## config.mk

```make
export PLATFORM = sky130hd
export DESIGN_NAME = cmdbus_bank_monitor
export DESIGN_NICKNAME = d
export VERILOG_FILES = /design/src/rtl/cbm_pkg.sv /design/src/rtl/cbm_decode.sv /design/src/rtl/cbm_settle_timer.sv /design/src/rtl/cbm_bank_slot.sv /design/src/rtl/cmdbus_bank_monitor.sv
export SDC_FILE = /design/constraint.sdc
export NUM_CORES = 1
export LEC_CHECK = 0
export ABC_AREA = 1
export ABC_CLOCK_PERIOD_IN_PS = 3900
export CORE_MARGIN = 2
export CORE_UTILIZATION = 50
export CTS_CLUSTER_SIZE = 10
export DETAILED_ROUTE_END_ITERATION = 6
export PLACE_DENSITY = 0.8
export SLEW_MARGIN = 20
export SYNTH_ARGS = -nofsm -noshare
export SYNTH_HDL_FRONTEND = slang
export SYNTH_SLANG_ARGS = --single-unit
```

## constraint.sdc

```tcl
create_clock -name clk -period 3.9 [get_ports clk]
set_input_delay 0.585 -clock clk [delete_from_list [all_inputs] [get_ports clk]]
set_output_delay 0.585 -clock clk [all_outputs]
set_load 0.02 [all_outputs]
```

## src/rtl/cbm_pkg.sv

```systemverilog
package cbm_pkg;

  typedef enum logic [2:0] {
    CMD_DESEL,
    CMD_NOP,
    CMD_ACT,
    CMD_RD,
    CMD_WR,
    CMD_PRE,
    CMD_MODE,
    CMD_OTHER
  } cmd_e;

  localparam logic [2:0] CAUSE_NONE     = 3'd0;
  localparam logic [2:0] CAUSE_LOAD_OPEN = 3'd1;
  localparam logic [2:0] CAUSE_ACT_OPEN = 3'd2;
  localparam logic [2:0] CAUSE_IDLE_ACC = 3'd3;
  localparam logic [2:0] CAUSE_SETTLE   = 3'd4;

  // clock cycles per burst (two data beats per clock)
  function automatic logic [3:0] burst_cycles(input logic [2:0] code);
    case (code)
      3'd2:    burst_cycles = 4'd2;
      3'd3:    burst_cycles = 4'd4;
      default: burst_cycles = 4'd1;
    endcase
  endfunction

endpackage

```

## src/rtl/cbm_decode.sv

```systemverilog
module cbm_decode
  import cbm_pkg::*;
(
  input  logic cs_n,
  input  logic ras_n,
  input  logic cas_n,
  input  logic we_n,
  output cmd_e cmd
);
  always_comb begin
    if (cs_n) begin
      cmd = CMD_DESEL;
    end else begin
      case ({ras_n, cas_n, we_n})
        3'b111:  cmd = CMD_NOP;
        3'b011:  cmd = CMD_ACT;
        3'b101:  cmd = CMD_RD;
        3'b100:  cmd = CMD_WR;
        3'b010:  cmd = CMD_PRE;
        3'b000:  cmd = CMD_MODE;
        default: cmd = CMD_OTHER;
      endcase
    end
  end
endmodule

```

## src/rtl/cbm_settle_timer.sv

```systemverilog
module cbm_settle_timer #(
  parameter int CNT_W = 4
) (
  input  logic             clk,
  input  logic             rst_n,
  input  logic             load,
  input  logic [CNT_W-1:0] len,
  output logic             busy
);
  logic [CNT_W-1:0] left;

  always_ff @(posedge clk) begin
    if (!rst_n) begin
      left <= '0;
    end else if (load) begin
      left <= (len == '0) ? '0 : len - 1'b1;
    end else if (left != '0) begin
      left <= left - 1'b1;
    end
  end

  assign busy = (left != '0);
endmodule

```

## src/rtl/cbm_bank_slot.sv

```systemverilog
module cbm_bank_slot #(
  parameter int ROW_W = 13,
  parameter int LEN_W = 4
) (
  input  logic             clk,
  input  logic             rst_n,
  input  logic             do_open,
  input  logic             do_close,
  input  logic             do_burst,
  input  logic             burst_ap,
  input  logic [LEN_W-1:0] burst_len,
  input  logic [ROW_W-1:0] row_in,
  output logic             is_open,
  output logic [ROW_W-1:0] row,
  output logic             ap_pend
);
  logic [LEN_W-1:0] left;

  always_ff @(posedge clk) begin
    if (!rst_n) begin
      is_open <= 1'b0;
      row     <= '0;
      left    <= '0;
      ap_pend <= 1'b0;
    end else if (do_close) begin
      is_open <= 1'b0;
      left    <= '0;
      ap_pend <= 1'b0;
    end else if (do_open) begin
      is_open <= 1'b1;
      row     <= row_in;
    end else if (do_burst) begin
      left    <= burst_len;
      ap_pend <= burst_ap;
    end else if (left != '0) begin
      left <= left - 1'b1;
      if (left == LEN_W'(1)) begin
        ap_pend <= 1'b0;
        if (ap_pend) is_open <= 1'b0;
      end
    end
  end
endmodule

```

## src/rtl/cmdbus_bank_monitor.sv

```systemverilog
module cmdbus_bank_monitor
  import cbm_pkg::*;
#(
  parameter int NBANK  = 4,
  parameter int ROW_W  = 13,
  parameter int LANES  = 2,
  parameter int MRD_W  = 4,
  parameter int AP_BIT = 10,
  localparam int BA_W  = $clog2(NBANK),
  localparam int MODE_W = BA_W + ROW_W
) (
  input  logic                   clk,
  input  logic                   rst_n,
  input  logic                   cs_n,
  input  logic                   ras_n,
  input  logic                   cas_n,
  input  logic                   we_n,
  input  logic [BA_W-1:0]        ba,
  input  logic [ROW_W-1:0]       addr,
  input  logic [LANES-1:0]       dm,
  input  logic [MRD_W-1:0]       mrd_wait,
  output logic [NBANK-1:0]       bank_open,
  output logic [NBANK*ROW_W-1:0] open_rows,
  output logic [NBANK-1:0]       burst_pend,
  output logic [MODE_W-1:0]      mode_val,
  output logic                   mode_wait,
  output logic [LANES-1:0]       byte_wr_en,
  output logic                   cmd_ok,
  output logic                   viol,
  output logic [2:0]             viol_cause
);
  localparam int LEN_W = 4;

  cmd_e       cmd;
  logic [2:0] cause;
  logic       executable;
  logic       accept;
  logic [LEN_W-1:0] blen;
  logic [LEN_W-1:0] wr_left;

  cbm_decode u_dec (
    .cs_n (cs_n), .ras_n(ras_n), .cas_n(cas_n), .we_n(we_n), .cmd(cmd)
  );

  cbm_settle_timer #(.CNT_W(MRD_W)) u_settle (
    .clk  (clk),
    .rst_n(rst_n),
    .load (accept && cmd == CMD_MODE),
    .len  (mrd_wait),
    .busy (mode_wait)
  );

  assign blen       = burst_cycles(mode_val[2:0]);
  assign executable = (cmd != CMD_DESEL) && (cmd != CMD_NOP);

  // legality against the bank table; settle window wins
  always_comb begin
    cause = CAUSE_NONE;
    if (executable && mode_wait) begin
      cause = CAUSE_SETTLE;
    end else begin
      case (cmd)
        CMD_MODE: if (bank_open != '0)     cause = CAUSE_LOAD_OPEN;
        CMD_ACT:  if (bank_open[ba])       cause = CAUSE_ACT_OPEN;
        CMD_RD,
        CMD_WR:   if (!bank_open[ba])      cause = CAUSE_IDLE_ACC;
        default:  cause = CAUSE_NONE;
      endcase
    end
  end

  assign accept = executable && (cmd != CMD_OTHER) && (cause == CAUSE_NONE);

  for (genvar b = 0; b < NBANK; b++) begin : g_bank
    logic hit;
    assign hit = (ba == BA_W'(b));
    cbm_bank_slot #(.ROW_W(ROW_W), .LEN_W(LEN_W)) u_slot (
      .clk      (clk),
      .rst_n    (rst_n),
      .do_open  (accept && cmd == CMD_ACT && hit),
      .do_close (accept && cmd == CMD_PRE && (hit || addr[AP_BIT])),
      .do_burst (accept && (cmd == CMD_RD || cmd == CMD_WR) && hit),
      .burst_ap (addr[AP_BIT]),
      .burst_len(blen),
      .row_in   (addr),
      .is_open  (bank_open[b]),
      .row      (open_rows[b*ROW_W +: ROW_W]),
      .ap_pend  (burst_pend[b])
    );
  end

  always_ff @(posedge clk) begin
    if (!rst_n) begin
      mode_val   <= '0;
      cmd_ok     <= 1'b0;
      viol       <= 1'b0;
      viol_cause <= CAUSE_NONE;
      wr_left    <= '0;
      byte_wr_en <= '0;
    end else begin
      cmd_ok     <= accept;
      viol       <= (cause != CAUSE_NONE);
      viol_cause <= cause;
      if (accept && cmd == CMD_MODE) mode_val <= {ba, addr};
      // lane enables for the running write window
      byte_wr_en <= (wr_left != '0) ? ~dm : '0;
      if (accept && cmd == CMD_WR) begin
        wr_left <= blen;
      end else if (wr_left != '0) begin
        wr_left <= wr_left - 1'b1;
      end
    end
  end
endmodule

```

==> run summary <==
In the routed design, unresolved DRC markers number 0. The total negative setup slack is 0 ns, and the average detailed-routed wire length per instance is 14.0 um. The max-slew violation count was 0. Critical path's top delay family: simple AND/OR/NAND/NOR gates.

Sequential cells were found to cover 44.7% of the synthesized design area. The synthesized design devotes to its leading area cell type 44.7% of total area. The die covers 10300 sq um.

For the count of routing violations after the opening detailed-route iteration, the log shows 274. In the final layout, flip-flops and latches occupy 2120 sq um. The clock passes through at most 2 buffers.

Once the floorplan was initialized, standard cells occupied 51.3% of the core. Fraction of final layout cells with drive strength greater than 1: 6.41%. Among the stages of the critical path, the cell type that occurs most often is sky130_fd_sc_hd__nand2_1. In this run the power density over the cells is 504 nW/um^2. Across all setup checks in the final design, the least slack found is 0.971 ns. For the count of unique library cells instantiated by Yosys, the log shows 33. In this run, CTS created clock tree buffers numbering 9.

The setup check on the worst reg-to-reg path leaves a slack of 1.19 ns. The detailed-router iteration count before antenna repair was 5. Counting both buffers and inverters, the worst setup path holds a total of 3. Data required time of the worst path: 4.20 ns. The tools report the number of inserted diodes as 0.

Leakage power total: 2.45 nW. Setup violations remaining at the end of the flow were counted as 0. The Yosys step of the flow raised 0 warnings. The area of the core was 9240 sq um. Synthesis handed over a netlist of 649 instances. The signal on the critical path passes through clkdlybuf4s50_1 > inv_2 > nand2_1 > nand2_1 > nand2_2 > nand2_1 > nand2_1 > nand4_2 > nor2_2 > nand3_2 > inv_2 > o21ai_0 > a21oi_1.

Using the TritonRoute via totals, the vias-per-cell ratio works out to 5.17. Setup repair after global routing left no endpoint under its margin. The mapped netlist covers 4740 sq um. The completed layout was analyzed and its total power is 3.05 mW.

The initial antenna violation count came out at 0. The count of pins on the block boundary is 110, and the chip width is 101 um. Vertical extent of the die: 101 um. TritonCTS built the clock tree. After global routing the overflow that remains totals 0. The total of fill cells in the finished design is 773, and the maximum single-stage delay on the critical path is 0.61 ns. Max-cap violations in this run came to 0.

Worst hold margin: 0.478 ns. At the pin with the least slew margin, the transition time is 0.623 ns. Entering global routing, the biggest net connects 68 pins.

Arrival time of data at the critical path endpoint: 3.23 ns. The global-route wire length before repair is 19.7 mm, and the period utilization is 75.1%. The pre-CTS worst setup slack was 0.679 ns. Buffers inserted to repair hold after CTS numbered 0.

Counting flops with an async set or reset pin after synthesis yields a share of 0%. The number of buffers added for setup after CTS was 0. The category of the critical setup timing path was input pin to flop. The post-synthesis net count came out at 690. The run finished with clean final reports. The worst path in the final design needs a cycle of 2.93 ns, including I/O delays and setup. CTS saw 106 sinks. The sum of net half-perimeters after detailed placement was 9.20 mm; the vias after detailed routing was 4541.

The worst setup path is launched from an input pin. The average footprint of a synthesized cell came out at 7.31 sq um. Sorting the synthesized cells by area gives the leading types as sky130_fd_sc_hd__dfxtp_1, sky130_fd_sc_hd__nor2_1, sky130_fd_sc_hd__nand2_1, sky130_fd_sc_hd__o21ai_0, sky130_fd_sc_hd__a21oi_1. The maximum fanout encountered on the critical timing path is 16, and the clock latency at the later pin of the worst-skew pair is 0.37 ns. The net count of the finished layout is 785. After clock tree synthesis, the repair step resized 0 gates. The capturing element type of the critical path was a flop. For this design, the slowest cell found on the critical path is sky130_fd_sc_hd__clkdlybuf4s50_1. Across every metal layer, demand over resource in global routing totals 24.2%. The clock arrives with 0.0137 ns of skew.

The synthesized flop and latch total works out to 106. Headroom to the max-slew limit came out at 58.3%. The multi-input combinational cell area is 2240 sq um. In the synthesized netlist the dominant register cell turns out to be sky130_fd_sc_hd__dfxtp_1. The clock transition at the register clock pins on the worst setup and hold paths after CTS is 0.11 ns.

sky130_fd_sc_hd__dfxtp_1 takes more of the synthesized area than any other cell. Relative to the synthesized area, the layout overhead comes to 27.6%. The total routed wirelength was 12.3 mm. The floorplan has 35 rows. In this run, synthesis inferred 0 flip-flops with an integrated enable.

The tools report the worst-case vdd ir drop as 0.330 mV. The tree is rooted in a sky130_fd_sc_hd__clkbuf_8. In this run the number of H-tree levels came out at 3.

Static timing analysis puts the maximum clock frequency at 0.341 GHz. The number of global-route vias before repair was 4194. At the end of the flow the core is filled with cells to 65.5%.

The number of nets with antenna violations after routing is 0, and the final-report hold violation count is 0. The congestion estimate from routability-driven global placement came to 0.907. Number of port buffers: 109. Path class of the lowest-slack min-delay path: flop to flop.
==> layout make-up <==
class / instances / area share, %
clock inverter: 6 / 0.931
inverter: 57 / 3.54
tap: 129 / 2.67
sequential: 106 / 35.1
timing repair buffer: 113 / 18.4
multi-input combinational: 457 / 37.1
clock buffer: 10 / 2.27
==> layout by cell type, fill, tap and decap left out, types with 6 or more instances in the layout <==
cell type	instances
sky130_fd_sc_hd__a21oi_1	41
sky130_fd_sc_hd__clkbuf_8	10
sky130_fd_sc_hd__clkdlybuf4s50_1	108
sky130_fd_sc_hd__dfxtp_1	106
sky130_fd_sc_hd__ha_1	14
sky130_fd_sc_hd__inv_1	48
sky130_fd_sc_hd__inv_2	8
sky130_fd_sc_hd__nand2_1	106
sky130_fd_sc_hd__nand2_2	6
sky130_fd_sc_hd__nand3_1	16
sky130_fd_sc_hd__nand3_2	8
sky130_fd_sc_hd__nor2_1	139
sky130_fd_sc_hd__nor3_1	12
sky130_fd_sc_hd__o21ai_0	79
sky130_fd_sc_hd__o21ai_1	6
sky130_fd_sc_hd__xnor2_1	8
sky130_fd_sc_hd__xor2_1	6
==> synthesized netlist by cell type, drive strengths merged (8+ instances only) <==
cell / count
nor2: 141
buf: 17
xnor2: 8
nand2: 112
nand3: 24
nor3: 13
a21oi: 41
o21ai: 86
ha: 14
clkbuf: 12
dfxtp: 106
inv: 56
==> layer usage <==
| metal | GRT usage (%) | part of all wire, % | routed length [um] |
|---|---|---|---|
| met5 | 0 | 0 | 0 |
| met4 | 9.98 | 2.8 | 342 |
| met3 | 4.14 | 5.9 | 723 |
| met2 | 41.4 | 47 | 5740 |
| met1 | 30.3 | 44 | 5450 |
==> worst paths after layout <==
path / endpoint / cells past startpoint / startpoint
max: g_bank[3].u_slot.row[10]$_SDFFE_PN0P_ / 13 / ba[0]
min: mode_val[6]$_SDFFE_PN0P_ / 2 / mode_val[6]$_SDFFE_PN0P_
max reg2reg: g_bank[3].u_slot.row[10]$_SDFFE_PN0P_ / 10 / u_settle.left[0]$_SDFFE_PN0P_
min reg2reg: mode_val[6]$_SDFFE_PN0P_ / 2 / mode_val[6]$_SDFFE_PN0P_
==> through the flow <==
stage / instances / instance area (sq um)
2_1_floorplan: 649 / 4740
3_3_place_gp: 862 / 5860
3_5_place_dp: 862 / 5860
4_1_cts: 878 / 6050
5_1_grt: 878 / 6050
6_report: 878 / 6050
==> report_power, final <==
part / total, mW / internal (mW) / switching (mW)
Combinational: 1.09 / 0.455 / 0.635
Clock: 0.661 / 0.263 / 0.398
Sequential: 1.30 / 1.20 / 0.0945
Total: 3.05 / 1.92 / 1.13
==> state kept, by name, indices dropped and copies added, names as in the netlist <==
| name | count |
|---|---|
| mode_val | 15 |
| g_bank.u_slot.row | 52 |
| viol | 1 |
| cmd_ok | 1 |
| wr_left | 4 |
| u_settle.left | 4 |
| byte_wr_en | 2 |
| g_bank.u_slot.ap_pend | 4 |
| g_bank.u_slot.is_open | 4 |
| viol_cause | 3 |
| g_bank.u_slot.left | 16 |
==> kinds of logic after synthesis <==
group | Yosys count | share of synthesized area (%)
fa+ha+maj | 14 | 3.69
simple gates | 296 | 26.5
flops | 106 | 44.7
mux | 1 | 0.211
compound gates | 132 | 14.3
xor+xnor | 14 | 2.59
buf+inv | 86 | 7.94
==> worst min-delay path, cell delays in order (launching register included) <==
cell                      delay, ns
sky130_fd_sc_hd__dfxtp_1       0.33
sky130_fd_sc_hd__nand2_1       0.06
sky130_fd_sc_hd__a21oi_1       0.06
No activity file was read; power rests on OpenSTA's default activity.
